### src/rtl/smb_cfg_slave.sv
`timescale 1ns/1ps
module smb_cfg_slave #(
  parameter int NUM_REGS = 15,
  parameter logic [6:0] DEV_ADDR = 7'h69,
  parameter int ID_IDX = 7,
  parameter int CNT_IDX = 12,
  parameter logic [NUM_REGS*8-1:0] RST_VALS = 120'hA4_FC_0F_07_03_25_80_00_00_00_ED_FF_FF_85_A1
) (
  input  logic                  clk,
  input  logic                  rst_n,
  input  logic                  scl_i,
  input  logic                  sda_i,
  output logic                  sda_oe,
  input  logic [7:0]            id_byte,
  output logic [NUM_REGS*8-1:0] regs_o
);
  localparam int IW = $clog2(NUM_REGS);

  typedef enum logic [2:0] {S_IDLE, S_RX, S_RACK, S_TX, S_TACK} st_t;
  typedef enum logic [1:0] {P_ADDR, P_CMD, P_CNT, P_DATA} ph_t;

  logic [2:0] scl_sy, sda_sy;
  logic       scl_s, scl_p, sda_s, sda_p;
  logic       scl_rise, scl_fall, bus_start, bus_stop;
  st_t        state;
  ph_t        phase;
  logic [3:0] bitcnt;
  logic [7:0] shreg, txb, left;
  logic [6:0] ptr;
  logic       rnw, blk, cnt_pend;
  logic [7:0] regs [NUM_REGS];
  logic [7:0] rd_byte, nxt;
  logic       load_now, rd_done, wr_ok;

  assign scl_s = scl_sy[1];
  assign scl_p = scl_sy[2];
  assign sda_s = sda_sy[1];
  assign sda_p = sda_sy[2];
  assign scl_rise  = scl_s & ~scl_p;
  assign scl_fall  = ~scl_s & scl_p;
  assign bus_start = scl_s & scl_p & sda_p & ~sda_s;
  assign bus_stop  = scl_s & scl_p & ~sda_p & sda_s;

  assign rd_byte = (ptr >= 7'(NUM_REGS)) ? 8'h00 :
                   (ptr == 7'(ID_IDX))   ? id_byte : regs[ptr[IW-1:0]];
  assign nxt      = cnt_pend ? regs[CNT_IDX] : rd_byte;
  assign wr_ok    = (ptr < 7'(NUM_REGS)) && (ptr != 7'(ID_IDX));
  assign load_now = scl_fall && ((state == S_RACK && rnw) || state == S_TACK);
  assign rd_done  = blk && !cnt_pend && (left == 8'd0);

  for (genvar i = 0; i < NUM_REGS; i++) begin : g_out
    if (i == ID_IDX) begin : g_id
      assign regs_o[i*8 +: 8] = id_byte;
    end else begin : g_rw
      assign regs_o[i*8 +: 8] = regs[i];
    end
  end

  always_ff @(posedge clk or negedge rst_n) begin
    if (!rst_n) begin
      scl_sy <= 3'b111;
      sda_sy <= 3'b111;
    end else begin
      scl_sy <= {scl_sy[1:0], scl_i};
      sda_sy <= {sda_sy[1:0], sda_i};
    end
  end

  always_ff @(posedge clk or negedge rst_n) begin
    if (!rst_n) begin
      state <= S_IDLE; phase <= P_ADDR; bitcnt <= '0;
      shreg <= '0; txb <= '0; left <= '0; ptr <= '0;
      rnw <= 1'b0; blk <= 1'b0; cnt_pend <= 1'b0; sda_oe <= 1'b0;
      for (int i = 0; i < NUM_REGS; i++) regs[i] <= RST_VALS[i*8 +: 8];
    end else if (bus_start) begin
      state <= S_RX; phase <= P_ADDR; bitcnt <= '0; sda_oe <= 1'b0;
    end else if (bus_stop) begin
      state <= S_IDLE; sda_oe <= 1'b0;
    end else begin
      case (state)
        S_RX:
          if (scl_rise) begin
            shreg  <= {shreg[6:0], sda_s};
            bitcnt <= bitcnt + 4'd1;
          end else if (scl_fall && bitcnt == 4'd8) begin
            bitcnt <= '0;
            state  <= S_RACK;
            sda_oe <= 1'b1;
            case (phase)
              P_ADDR:
                if (shreg[7:1] != DEV_ADDR) begin
                  state <= S_IDLE; sda_oe <= 1'b0;
                end else begin
                  rnw <= shreg[0];
                  phase <= P_CMD;
                  if (shreg[0] && blk) begin
                    ptr <= '0; cnt_pend <= 1'b1; left <= regs[CNT_IDX];
                  end
                end
              P_CMD: begin
                blk   <= ~shreg[7];
                ptr   <= shreg[7] ? shreg[6:0] : 7'd0;
                phase <= shreg[7] ? P_DATA : P_CNT;
              end
              P_CNT: phase <= P_DATA;
              default: begin
                if (wr_ok) regs[ptr[IW-1:0]] <= shreg;
                ptr <= ptr + 7'd1;
              end
            endcase
          end
        S_RACK:
          if (scl_fall) begin
            sda_oe <= 1'b0;
            state  <= S_RX;
          end
        S_TX:
          if (scl_fall) begin
            if (bitcnt == 4'd8) begin
              sda_oe <= 1'b0; state <= S_TACK;
            end else begin
              sda_oe <= ~txb[7];
              txb    <= {txb[6:0], 1'b0};
              bitcnt <= bitcnt + 4'd1;
            end
          end
        S_TACK:
          if (scl_rise && sda_s) state <= S_IDLE;
        default: ;
      endcase
      if (load_now) begin
        if (rd_done) begin
          state <= S_IDLE; sda_oe <= 1'b0;
        end else begin
          state  <= S_TX;
          bitcnt <= 4'd1;
          sda_oe <= ~nxt[7];
          txb    <= {nxt[6:0], 1'b0};
          if (cnt_pend) cnt_pend <= 1'b0;
          else begin
            ptr <= ptr + 7'd1;
            if (blk) left <= left - 8'd1;
          end
        end
      end
    end
  end
endmodule

### config.mk
export PLATFORM = sky130hd
export DESIGN_NAME = smb_cfg_slave
export DESIGN_NICKNAME = d
export VERILOG_FILES = /design/src/rtl/smb_cfg_slave.sv
export SDC_FILE = /design/constraint.sdc
export NUM_CORES = 1
export LEC_CHECK = 0
export BUFFER_PORTS_ARGS = -buffer_cell sky130_fd_sc_hd__buf_4
export CAP_MARGIN = 5
export CORE_MARGIN = 4
export CORE_UTILIZATION = 30
export DETAILED_ROUTE_END_ITERATION = 8
export GPL_ROUTABILITY_DRIVEN = 0
export PLACE_DENSITY = 0.56
export SETUP_SLACK_MARGIN = 0.5
export SLEW_MARGIN = 0
export SYNTH_ARGS = -nofsm -noshare
export SYNTH_HDL_FRONTEND = slang
export SYNTH_SLANG_ARGS = --single-unit
### constraint.sdc
create_clock -name clk -period 2.59 [get_ports clk]
set_input_delay 0 -clock clk [delete_from_list [all_inputs] [get_ports clk]]
set_output_delay 0 -clock clk [all_outputs]
set_load 0.03 [all_outputs]
# [Word-level counts from Yosys, hierarchy flattened]
# Cells that the tools add are included.
# Widths: inputs -> output; s select.
[word_totals] reg_bits=170 mem_bits_ro=0 latchBits=0 in_bits=12 n_memories=0 elab_cells=186 out_inout_bits=121 mem_bits_rw=0
[classes] eq_ne=19 muxes=85 mul=0 n_reduce_logical=27 n_lt_le_gt_ge=4 shift=0 n_addsub=3 div_mod_pow=0 n_bitwise=20
[ops] cell="$mux 8" count=21
[ops] cell="$bwmux 120" count=1
[ops] cell="$mux 7" count=9
[ops] cell="$bmux 8 s4" count=1
[ops] cell="$demux 8 s4" count=1
[ops] cell="$mux 4" count=8
[ops] cell="$mux 3" count=9
[ops] cell="$ne 5x5->1 const B" count=5
[ops] cell="$mux 1" count=21
[ops] cell="$pmux 7 s3" count=1
[ops] cell="$reduce_and 7->1" count=3
[ops] cell="$mux 2" count=9
[ops] cell="$not 1->1" count=12
[ops] cell="$pmux 3 s4" count=1
[ops] cell="$reduce_and 6->1" count=2
[ops] cell="$logic_and 1x1->1" count=9
[ops] cell="$logic_not 8->1" count=1
[ops] cell="$pmux 4 s2" count=1
[ops] cell="$sub 8x1->8 const B" count=1
[ops] cell="$add 7x1->7 const B" count=1
[ops] cell="$and 1x1->1" count=7
[ops] cell="$eq 7x3->1 const B" count=1
[ops] cell="$ge 7x4->1 const B" count=1
[ops] cell="$lt 7x4->1 const B" count=1
[ops] cell="29 further kinds" count=31

# [Depth between registers and ports, before layout]
# Gate-level depths: netlist (run 1).
[logic_depth] word_depth=12 depth_mapped=10 depth_no_buf=8

# [Least setup slack after synthesis (run 1)]
# OpenSTA, ideal clock, no wires.
[synth_path] path_kind="reg2reg" from="reg bitcnt[0]" to="reg regs, in the netlist regs_o[11]" slack_ps=196 path_buffers=0 path_stages_with_launch=9 required_time_ps=2462 arrival_time_ps=2266 setup_time_ps=128 synth_period_minus_slack_ps=2394 cell_sequence="dfrtp_1 inv_1 ha_1 and3b_1 nand3_2 nor4_4 nor3b_4 nand2_4 mux2_1"
[synth_via] elab_chain_len=3
[synth_lines] item="start: declaration" line_no="27" source="logic [3:0] bitcnt;"
[synth_lines] item="start signal: assignment" line_no="84" source="bitcnt <= bitcnt + 4'd1;"
[synth_lines] item="start signal: assignment" line_no="124" source="bitcnt <= bitcnt + 4'd1;"
[synth_lines] item="$eq 4x4->1" line_no="85" source="end else if (scl_fall && bitcnt == 4'd8) begin"
[synth_lines] item="$logic_and 1x1->1" line_no="85"
[synth_lines] item="$reduce_and 7->1 (no source line)"
[synth_lines] item="end signal: indexed assignment" line_no="107" source="if (wr_ok) regs[ptr[IW-1:0]] <= shreg;"
[synth_lines] item="end: declaration" line_no="31" source="logic [7:0] regs [NUM_REGS];"
# No other way between the ends.
# A chain may end at the register's enable or synchronous reset.

# [Worst setup path in the final report (run 1)]
[layout_path] from="reg ptr[0]" to="reg regs, in the netlist regs_o[73]"
[layout_via] elab_chain_len=6 elab_cells_between_ends=11
[layout_lines] item="start: declaration" line_no="29" source="logic [6:0] ptr;"
[layout_lines] item="start signal: assignment" line_no="102" source="ptr <= shreg[7] ? shreg[6:0] : 7'd0;"
[layout_lines] item="start signal: assignment" line_no="108" source="ptr <= ptr + 7'd1;"
[layout_lines] item="start signal: assignment" line_no="141" source="ptr <= ptr + 7'd1;"
[layout_lines] item="$not 4->5 (not written as such)" line_no="107"
[layout_lines] item="$ge 5x5->1 (not written as such) / $lt 5x1->1 (equally long branches)" line_no="107"
[layout_lines] item="$logic_and 1x1->1 (not written as such)" line_no="107"
[layout_lines] item="$mux 8 (not written as such)" line_no="107"
[layout_lines] item="$demux 8 s4" line_no="107"
[layout_lines] item="$bwmux 120" line_no="107"
# Parallel ways exist; a longest one is shown, timed or not.

==> results of run 1 <==
-- layer usage --
layer | share of wire (%) | vias to the layer above | GRT usage [%]
met4 | 2.1 | 0 | 4.87
met2 | 49 | 165 | 26.2
met1 | 45 | 3440 | 21.7
met5 | 0 | - | 0
li1 | - | 2972 | -
met3 | 3.6 | 33 | 3.07
-- worst reg2reg max path, delay by kind of cell (launching register included) --
kind                       cells  cell delay [ns]
and+or+nand+nor                4             0.68
DFF                            1             0.46
buffers and inverters          2             0.37
muxes                          1             0.33
adders and majority gates      1             0.23
-- power by group through the flow --
stage,clock (W),sequential [W],combinational (W)
after global routing,0.00274,0.00270,0.000367
after CTS,0.00263,0.00270,0.000326
final,0.00257,0.00270,0.000339
after detailed placement,0,0.00275,0.000293
after floorplan,0,0.00275,0.000128
after global placement,0,0.00275,0.000295
-- per-stage QoR --
step | total power (W) | util, % | hold slack (ns) | worst slack [ns] | cells
after floorplan | 0.00288 | - | -0.296 | 0.368 | 818
after global placement | 0.00304 | 33.0 | 0.115 | 0.135 | 1229
after detailed placement | 0.00304 | 33.0 | 0.118 | 0.0827 | 1229
after CTS | 0.00566 | 36.5 | 0.0617 | 0.349 | 1282
after global routing | 0.00581 | 37.4 | 0.0967 | 0.305 | 1299
final | 0.00561 | 37.4 | 0.0717 | 0.404 | 1299
-- cells in the mapped netlist (4+ instances only) --
cell type / n / area share [%]
buf_1: 4 / 0.16
a211oi_1: 4 / 0.31
a221oi_1: 8 / 0.73
o221a_2: 9 / 1.1
nand2_4: 8 / 0.94
inv_1: 17 / 0.67
nand4b_1: 5 / 0.46
dfstp_2: 56 / 15
o21ai_0: 27 / 1.4
nand3b_1: 4 / 0.31
ha_1: 11 / 1.4
nor2b_1: 7 / 0.46
a21oi_1: 23 / 1.2
mux2_1: 64 / 7.6
mux4_2: 24 / 5.7
nor3_1: 9 / 0.47
mux2_2: 60 / 7.1
a22oi_1: 4 / 0.31
mux2i_1: 15 / 1.6
dfrtp_1: 114 / 30
and2_1: 4 / 0.26
nor2_1: 36 / 1.4
o211ai_1: 11 / 0.87
buf_2: 6 / 0.31
nand3_1: 14 / 0.73
buf_4: 120 / 9.4
nand4_1: 6 / 0.39
nand2_1: 35 / 1.4
nand2b_1: 7 / 0.46
a211o_1: 4 / 0.37
nor4_1: 8 / 0.52
clkbuf_1: 40 / 1.6
o22ai_1: 4 / 0.26
-- sequential cells by signal, indices dropped and copies added (netlist names), 4 cells and up --
register,cells
regs_o,112
left,8
regs,8
shreg,8
txb,8
ptr,7
bitcnt,4
-- path summary, 6_finish.rpt --
path                                     endpoint                start  slack (ns)
setup / recovery           regs_o[73]$_DFFE_PN0P_   ptr[0]$_DFFE_PN0P_        0.40
hold / removal                 txb[3]$_DFFE_PN0P_           id_byte[2]        0.07
setup reg to reg           regs_o[73]$_DFFE_PN0P_   ptr[0]$_DFFE_PN0P_        0.40
hold reg to reg               sda_sy[1]$_DFF_PN1_  sda_sy[0]$_DFF_PN1_        0.36
max in group asynchronous   regs_o[8]$_DFFE_PN1P_                rst_n        1.49
min in group asynchronous         blk$_DFFE_PN0P_                rst_n        0.22
-- cells by family after synthesis --
kind of cell	Yosys count	synth area share, %
muxes	163	21.9
AOI/OAI and AO/OA	118	8.70
xor gates and xnor gates	5	0.459
DFF	170	45.3
buffers and inverters	187	12.2
and+or+nand+nor	164	10.0
adders and majority gates	11	1.44
-- layout make-up --
cell class                 count  area [sq um]
clock inverter                14           153
multi-input combinational    461          4560
sequential                   170          4330
tap                          402           503
fill                        3029         19700
inverter                      17          63.8
timing repair buffer         217          1710
clock buffer                  18           439
-- repair_timing --
action | CTS | global route
endpoints found under the hold margin | 55 | 0
buffers inserted | 17 | 17
pin swaps | 12 | 11
hold buffers | 3 | 0
cloned | 1 | 0
gates resized for setup | 74 | 37
endpoints found under the setup margin | 115 | 137
==> metrics.md, run 1 <==
| Metric | Value |
|---|---|
| Post-DP HPWL | `19.2 mm` |
| Max-cap check violation count | `0` |
| Crit share post-route | `84.4%` |
| Most frequent cells in the layout | `buf_4, dfrtp_1, mux2_2` |
| Crit. path cell count | `8` |
| Clock tree root driver cell | `clkbuf_16` |
| Initial antenna violation count | `0` |
| Synthesized cell area | `9540 sq um` |
| Synth cell types | `63` |
| FF+latch count, synth | `170` |
| Tmin final | `2.19 ns` |
| Final Hold Fails | `0` |
| Syn Area/Cell | `11.7 sq um` |
| Critical Path RT | `2.91 ns` |
| Die Ht | `186 um` |
| Int Power | `0.00419 W` |
| Drt initial violations | `352` |
| WL final | `27.7 mm` |
| Hold Path Stages | `4` |
| Drt drc | `0` |
| WL per Instance | `21.4 um` |
| Startpoint Class | `flop` |
| Clock sinks | `170` |
| Outcome | `complete, no violations` |
| Crit. End Element | `flop` |
| Fraction of layout instances using a drive strength above 1 | `56.9%` |
| Switching Fraction | `25.4%` |
| Sequential area share after synthesis | `45.3%` |
| # diodes | `0` |
| Num CTS Buffers | `17` |
| Setup TNS | `0 ns` |
| Largest net degree at the start of global routing | `81` |
| Routed vias | `6610` |
| Syn Nets | `841` |
| Gr ovfl total | `0` |
| Sequential share of power | `48.1%` |
| Area Growth Syn to Fin | `23.3%` |
| VDD IR-drop max | `357 uV` |
| Worst clock skew | `0.0119 ns` |
| Finish-stage setup viols | `0` |
| Die area | `34700 sq um` |
| Layout Nets | `907` |
| Crit path largest cell delay | `0.46 ns` |
| Power Density | `477 nW/um^2` |
| CP cell instances | `ha_1 -> and3_4 -> nor4_4 -> buf_4 -> nor3b_4 -> buf_6 -> nand2_8 -> mux2_4` |
| Crit path kind | `reg -> reg` |
| Number of global-route vias before repair | `6902` |
| Comb power frac | `6.0%` |
| Top FF cell, synth | `dfrtp_1` |
| Core area | `31500 sq um` |
| DR vias/cell | `5.09` |
| Number of synthesized flops with an enable pin | `0` |
| # port buffers | `132` |
| Pre-Repair DR Iteration Count | `5` |
| Hold crit path type | `in -> reg` |
| Initial core utilization | `30.3%` |
| CP arrival | `2.50 ns` |
| Clock network fraction of design power | `45.8%` |
| CTS clk-pin slew, worst paths | `0.07 ns` |
| Die width | `186 um` |
| Post-place instance area | `10400 sq um` |
| R2R depth | `8` |
| Fmax | `457 MHz` |
| First-pass GRT wire length | `42.8 mm` |
| Post-synth ARST share | `100%` |
| TritonCTS clock tree | `built` |
| Leakage power | `5.37 nW` |
| Slowest cell on the critical path | `dfrtp_2` |
| Commonest non-fill, non-tap cell in the layout | `buf_4` |
| Worst Tran Pin Value | `0.804 ns` |
| Worst Path Buf+Inv | `2` |
| Slew Viols, Final | `0` |
| Slew margin rel. | `46.4%` |
| Synth Warn # | `0` |
| Design area | `11800 sq um` |
| H-tree Lvls | `4` |
| Psw | `0.00142 W` |
| Top Ports | `133` |
| Remaining antenna violation count | `0` |
| Buffer levels on the longest clock path | `2` |
| Synth Instances | `818` |
| Total track usage | `16.0%` |
| Crit path max fanout | `8` |
| Top delay family on crit path | `simple AND/OR/NAND/NOR gates` |
| Skew-Pair Late Insertion Delay | `0.43 ns` |
| Cell Rows | `65` |
| RSZ-0062 raised after global routing | `true` |
(Power assumes the default switching activity.)
==> run 2, diff against run 1 <==
==> constraint.sdc (replaced) <==
create_clock -name clk -period 2.2 [get_ports clk]
set_input_delay 0 -clock clk [delete_from_list [all_inputs] [get_ports clk]]
set_output_delay 0 -clock clk [all_outputs]
set_load 0.03 [all_outputs]
==> metrics.md, run 2 (synthesis results as in run 1) <==
| Metric | Value |
|---|---|
| Hold crit path type | `in -> reg` |
| Pre-Repair DR Iteration Count | `5 (unchanged)` |
| Die width | `186 um (unchanged)` |
| Remaining antenna violation count | `0 (unchanged)` |
| Layout Nets | `947 (+4.4%)` |
| Tot Pwr | `0.00658 W (+17%)` |
| H-tree Lvls | `4 (unchanged)` |
| Most frequent cells in the layout | `buf_4, dfrtp_1, mux2_2` |
| Buffer levels on the longest clock path | `2 (unchanged)` |
| Number of global-route vias before repair | `7001 (+1.4%)` |
| # diodes | `0 (unchanged)` |
| Clock tree root driver cell | `clkbuf_16` |
| Max reg flops | `112 (unchanged)` |
| Commonest non-fill, non-tap cell in the layout | `buf_4` |
| WHS Endpoint | `txb[3]$_DFFE_PN0P_` |
| Slew Viols, Final | `0 (unchanged)` |
| Max-cap check violation count | `0 (unchanged)` |
| Final Hold Fails | `0 (unchanged)` |
| Area Growth Syn to Fin | `30.4%` |
| Critical Path RT | `2.51 ns (-0.40 ns)` |
| # port buffers | `132 (unchanged)` |
| WL per Instance | `21.1 um (-1.1%)` |
| Cell Rows | `65 (unchanged)` |
| Startpoint Class | `flop` |
| Crit path max fanout | `8 (unchanged)` |
| Skew-Pair Late Insertion Delay | `0.44 ns (about the same)` |
| Post-route insts no fill | `1339 (+3.1%)` |
| Placed insts | `1268 (+3.2%)` |
| Top delay family on crit path | `simple AND/OR/NAND/NOR gates` |
| Initial antenna violation count | `0 (unchanged)` |
| Top Ports | `133 (unchanged)` |
| Fraction of layout instances using a drive strength above 1 | `61.6% (+4.7 points)` |
| Outcome | `complete, no violations` |
| Fmax | `456 MHz (-0.29%)` |
| Post-DP HPWL | `19.9 mm (+3.5%)` |
| CTS clk-pin slew, worst paths | `0.07 ns (about the same)` |
| Reg-to-reg setup timing slack | `0.007 ns (-0.40 ns)` |
| Finished Core Util | `39.5% (+2.2 points)` |
| Leakage power | `5.67 nW (+5.5%)` |
| Core area | `31500 sq um (unchanged)` |
| Finish-stage setup viols | `0 (unchanged)` |
| Crit. End Element | `flop` |
| CP cell instances | `inv_1 -> ha_1 -> and3b_2 -> nand3_4 -> nor4_4 -> nor3b_4 -> buf_12 -> nand2_4 -> mux2_1` |
| Worst clock skew | `0.0265 ns (+0.0146 ns)` |
| TritonCTS clock tree | `built` |
| Total track usage | `16.3% (+0.25 points)` |
| Slew margin rel. | `64.9% (+18 points)` |
| Routed vias | `6791 (+2.7%)` |
| Initial core utilization | `30.3% (unchanged)` |
| Worst Tran Pin Value | `0.527 ns (-0.277 ns)` |
| Post-place instance area | `10800 sq um (+4.0%)` |
| Hold Path Stages | `4 (unchanged)` |
| RSZ-0062 raised after global routing | `true` |
| Die area | `34700 sq um (unchanged)` |
| Drt drc | `0 (unchanged)` |
| CP arrival | `2.50 ns (about the same)` |
| Crit share post-route | `99.7% (+15 points)` |
| Worst Path Buf+Inv | `2 (unchanged)` |
| R2R depth | `9 (+1)` |
| Power Density | `529 nW/um^2 (+11%)` |
| First-pass GRT wire length | `43.2 mm (+0.84%)` |
| Design area | `12400 sq um (+5.8%)` |
| Crit path largest cell delay | `0.38 ns (-0.08 ns)` |
| WL final | `28.3 mm (+2.0%)` |
| Slowest cell on the critical path | `dfrtp_1` |
| Crit path kind | `reg -> reg` |
| Clock sinks | `170 (unchanged)` |
| Hold WS | `0.0460 ns (-0.0257 ns)` |
| Num CTS Buffers | `17 (unchanged)` |
| DR vias/cell | `5.07 (-0.33%)` |
| VDD IR-drop max | `382 uV (+7.2%)` |
| Drt initial violations | `425 (+21%)` |
| FF-to-FF End | `regs_o[66]$_DFFE_PN0P_` |
| Tmin final | `2.19 ns (+0.00641 ns)` |
| Largest net degree at the start of global routing | `66 (-19%)` |
| Gr ovfl total | `0 (unchanged)` |
| Die Ht | `186 um (unchanged)` |
| HP Start | `id_byte[2]` |
| Worst r2r src | `bitcnt[0]$_DFFE_PN0N_` |
==> run 2: cell count changes in the layout (fill, tap and decap cells not counted), sizes merged <==
cell	previous run	this run
inv	24	25
buf	214	254
bufinv	1	0
==> run 2: how the worst max path moves through the flow <==
stage	startpoint	endpoint	cells after the start
after global routing	bitcnt[1]$_DFFE_PN0N_	regs_o[83]$_DFFE_PN0P_	9
after floorplan	bitcnt[0]$_DFFE_PN0N_	regs_o[64]$_DFFE_PN0P_	8
after CTS	bitcnt[0]$_DFFE_PN0N_	regs_o[69]$_DFFE_PN0P_	9
after detailed placement	scl_sy[2]$_DFF_PN1_	regs_o[69]$_DFFE_PN0P_	7
after global placement	scl_sy[2]$_DFF_PN1_	regs_o[86]$_DFFE_PN0P_	7
final	bitcnt[0]$_DFFE_PN0N_	regs_o[66]$_DFFE_PN0P_	9
==> run 2: final cells by class <==
cell class / count / area (sq um)
well taps: 402 / 503
fillers: 2976 / 19000
repair buffers: 257 / 2150
flip-flops and latches: 170 / 4330
clock inverters: 14 / 151
multi-input cells: 461 / 4820
clock buffers: 18 / 429
inverters: 17 / 63.8
==> run 2: power breakdown <==
group	switching, W	total, W	internal [W]	leakage, nW
clock network	0.00144	0.00297	0.00152	0.282
registers	0.0000173	0.00318	0.00316	2.13
logic	0.000279	0.000433	0.000154	3.26
==> run 2: per-stage QoR <==
stage / setup TNS, ns / setup WS [ns]
floorplan: -0.746 / -0.0213
global placement: -0.510 / -0.0317
detailed placement: -0.258 / -0.0260
CTS: -0.348 / -0.0224
global route: -5.60 / -0.122
finish: 0 / 0.00714
==> run 2: worst register-to-register path: cells and delay by family (launching register included) <==
family	cells	cell delay (ns)
AND/OR/NAND/NOR	5	0.99
flip-flops	1	0.38
multiplexers	1	0.34
buffers and inverters	2	0.22
adder cells (fa/ha/maj)	1	0.16
==> run 2: timing repair <==
item / in CTS / in global routing
hold buffers: 3 / 0
pin swaps: 23 / 30
hold endpoints to repair: 58 / 0
gates resized for setup: 101 / 71
setup buffers: 22 / 14
setup endpoints to repair: 156 / 156
==> run 2: layer usage <==
metal / track usage (%) / up-vias / part of all wire, %
li1: - / 3052 / -
met1: 22.5 / 3528 / 45
met2: 26.3 / 181 / 49
met3: 2.64 / 30 / 3.7
met4: 5.39 / 0 / 2.5
met5: 0 / - / 0
==> run 3, diff against run 2 <==
--- a/config.mk
+++ b/config.mk
@@ -5,7 +5,7 @@
 export SDC_FILE = /design/constraint.sdc
 export NUM_CORES = 1
 export LEC_CHECK = 0
-export BUFFER_PORTS_ARGS = -buffer_cell sky130_fd_sc_hd__buf_4
+export BUFFER_PORTS_ARGS = -buffer_cell sky130_fd_sc_hd__buf_2
 export CAP_MARGIN = 5
 export CORE_MARGIN = 4
 export CORE_UTILIZATION = 30
==> metrics.md, run 3 (synthesis results as in run 1) <==
| Metric | Value |
|---|---|
| Outcome | `complete, but fails checks` |
| Failing checks | `setup timing` |
| Largest net degree at the start of global routing | `52 (-21%)` |
| Max-cap check violation count | `0 (unchanged)` |
| Fmax | `448 MHz (-1.8%)` |
| Design area | `12200 sq um (-1.8%)` |
| DR top layer | `met4` |
| Fraction of layout instances using a drive strength above 1 | `60.9% (-0.70 points)` |
| WL final | `28.4 mm (+0.36%)` |
| Final Hold Fails | `0 (unchanged)` |
| Core area | `31500 sq um (unchanged)` |
| Area Growth Syn to Fin | `28.1%` |
| RSZ-0062 raised after global routing | `true` |
| WL per Instance | `21.3 um (+0.66%)` |
| Min setup slack post-route | `-0.0331 ns (-0.0402 ns)` |
| Cell Rows | `65 (unchanged)` |
| Initial core utilization | `30.3% (unchanged)` |
| R2R depth | `11 (+2)` |
| Most frequent cells in the layout | `buf_2, dfrtp_1, buf_4` |
| CP arrival | `2.54 ns (+0.04 ns)` |
| # port buffers | `132 (unchanged)` |
| DR vias/cell | `5.05 (-0.35%)` |
| Leakage power | `5.72 nW (+0.92%)` |
| Buffer levels on the longest clock path | `2 (unchanged)` |
| DRT met1 WL | `12.8 mm (+0.43%)` |
| Most used cell, CP | `buf_4` |
| Crit path max fanout | `7 (-1)` |
| Remaining antenna violation count | `0 (unchanged)` |
| # diodes | `0 (unchanged)` |
| Pre-Repair DR Iteration Count | `7 (+2)` |
| Finish-stage setup viols | `33 (+33)` |
| CP cell instances | `inv_1 -> ha_2 -> and3b_2 -> nand3_4 -> buf_4 -> buf_6 -> buf_4 -> or3_4 -> nand2_4 -> a21bo_2 -> o221ai_1` |
| Pre-CTS WS | `0.00692 ns (+0.0329 ns)` |
| VDD IR-drop max | `433 uV (+13%)` |
| Clock tree root driver cell | `clkbuf_16` |
| Post-DP HPWL | `19.8 mm (-0.73%)` |
| TritonCTS clock tree | `built` |
| Die area | `34700 sq um (unchanged)` |
| First-pass GRT wire length | `42.2 mm (-2.2%)` |
| Max reg flops | `112 (unchanged)` |
| Worst Path Buf+Inv | `4 (+2)` |
| Worst Tran Pin Value | `0.583 ns (+0.0562 ns)` |
| Slew margin rel. | `61.1% (-3.7 points)` |
| Top delay family on crit path | `simple AND/OR/NAND/NOR gates` |
| Met2 WL | `13.7 mm (-0.73%)` |
| Drt drc | `0 (unchanged)` |
| Tmin final | `2.23 ns (+0.0402 ns)` |
| Clock sinks | `170 (unchanged)` |
| Crit share post-route | `102% (+1.8 points)` |
| Crit path kind | `reg -> reg` |
| Initial antenna violation count | `0 (unchanged)` |
| Met3 routed WL | `1.05 mm (-0.29%)` |
| Power Density | `542 nW/um^2 (+2.6%)` |
| Slowest cell on the critical path | `or3_4` |
| Hold crit path type | `in -> async` |
| Die Ht | `186 um (unchanged)` |
| Layout Nets | `943 (-0.42%)` |
| Crit path largest cell delay | `0.41 ns (+0.03 ns)` |
| Startpoint Class | `flop` |
| Worst clock skew | `0.0115 ns (-0.0149 ns)` |
| Die width | `186 um (unchanged)` |
| Critical Path RT | `2.51 ns (about the same)` |
| H-tree Lvls | `4 (unchanged)` |
| Slew Viols, Final | `0 (unchanged)` |
| Finished Core Util | `38.8% (-0.70 points)` |
| Post-place instance area | `10400 sq um (-3.3%)` |
| Drt initial violations | `397 (-6.6%)` |
| Num CTS Buffers | `17 (unchanged)` |
| Crit. End Element | `flop` |
| Total track usage | `16.0% (-0.24 points)` |
| Top Ports | `133 (unchanged)` |
| Gr ovfl total | `0 (unchanged)` |
| Skew-Pair Late Insertion Delay | `0.44 ns (about the same)` |
| Number of global-route vias before repair | `6824 (-2.5%)` |
| Commonest non-fill, non-tap cell in the layout | `buf_2` |
| Crit. path cell count | `11 (+2)` |
| CTS clk-pin slew, worst paths | `0.07 ns (about the same)` |
| Fill count | `2977 (+0.034%)` |
| Routed vias | `6747 (-0.65%)` |
-- run 3: changes by cell type in the layout (fill, tap and decap cells not counted), moves of 6 or more --
cell | before | now
buf_4 | 214 | 79
buf_2 | 0 | 131
mux2_1 | 26 | 14
inv_8 | 6 | 0
mux2_4 | 40 | 64
nor2_4 | 7 | 0
buf_6 | 32 | 26
mux2_2 | 58 | 46
-- run 3: timing repair --
action | 4_1_cts | 5_1_grt
gates cloned | 2 | 0
endpoints found under the setup margin | 155 | 156
endpoints found under the hold margin | 70 | 0
resized for setup | 79 | 107
hold buffers | 3 | 0
buffers inserted | 22 | 15
pin swaps | 11 | 22
-- run 3: final cells by class --
| class | instances | area (sq um) | area share (%) |
|---|---|---|---|
| repair buffers | 253 | 1860 | 15.2 |
| multi-input cells | 461 | 4880 | 39.9 |
| well taps | 402 | 503 | 4.12 |
| clock buffers | 22 | 474 | 3.88 |
| inverters | 17 | 63.8 | 0.522 |
| flip-flops and latches | 170 | 4330 | 35.4 |
| clock inverters | 10 | 118 | 0.963 |
-- run 3: where the power goes --
part / internal [W] / leakage (nW) / switching [W]
registers: 0.00316 / 2.13 / 0.0000169
logic: 0.000138 / 3.31 / 0.000275
clock network: 0.00176 / 0.278 / 0.00127
total: 0.00506 / 5.72 / 0.00156
-- run 3: final timing paths --
check / end / start / slack (ns)
setup / recovery: left[5]$_DFFE_PN0P_ / bitcnt[1]$_DFFE_PN0N_ / -0.03
setup reg to reg: left[5]$_DFFE_PN0P_ / bitcnt[1]$_DFFE_PN0N_ / -0.03
max in group asynchronous: regs_o[16]$_DFFE_PN1P_ / rst_n / 1.31
min in group clk: sda_oe$_DFFE_PN0P_ / id_byte[7] / 0.12
hold reg to reg: scl_sy[1]$_DFF_PN1_ / scl_sy[0]$_DFF_PN1_ / 0.36
hold / removal: bitcnt[3]$_DFFE_PN0N_ / rst_n / 0.11
-- run 3: worst reg2reg max path, cell delays in order, from the launching register on --
cell and delay (ns):
dfrtp_1 0.38, inv_1 0.06, ha_2 0.16, and3b_2 0.25, nand3_4 0.10, buf_4 0.15, buf_6 0.10, buf_4 0.12
or3_4 0.41, nand2_4 0.14, a21bo_2 0.13, o221ai_1 0.10
-- run 3: through the flow --
stage	hold WS, ns	TNS, ns	power, W	cells
floorplan	-0.296	-0.746	0.00339	818
global placement	0.0135	-0.0655	0.00360	1261
detailed placement	0.0144	0	0.00360	1261
CTS	0.0675	-0.463	0.00667	1320
global route	0.141	-7.15	0.00685	1335
finish	0.106	-0.427	0.00663	1335
-- run 3: layer usage --
| metal | global-route usage, % | up-vias |
|---|---|---|
| met4 | 6.15 | 0 |
| met3 | 3.13 | 41 |
| li1 | - | 3049 |
| met2 | 25.7 | 162 |
| met5 | 0 | - |
| met1 | 21.6 | 3495 |
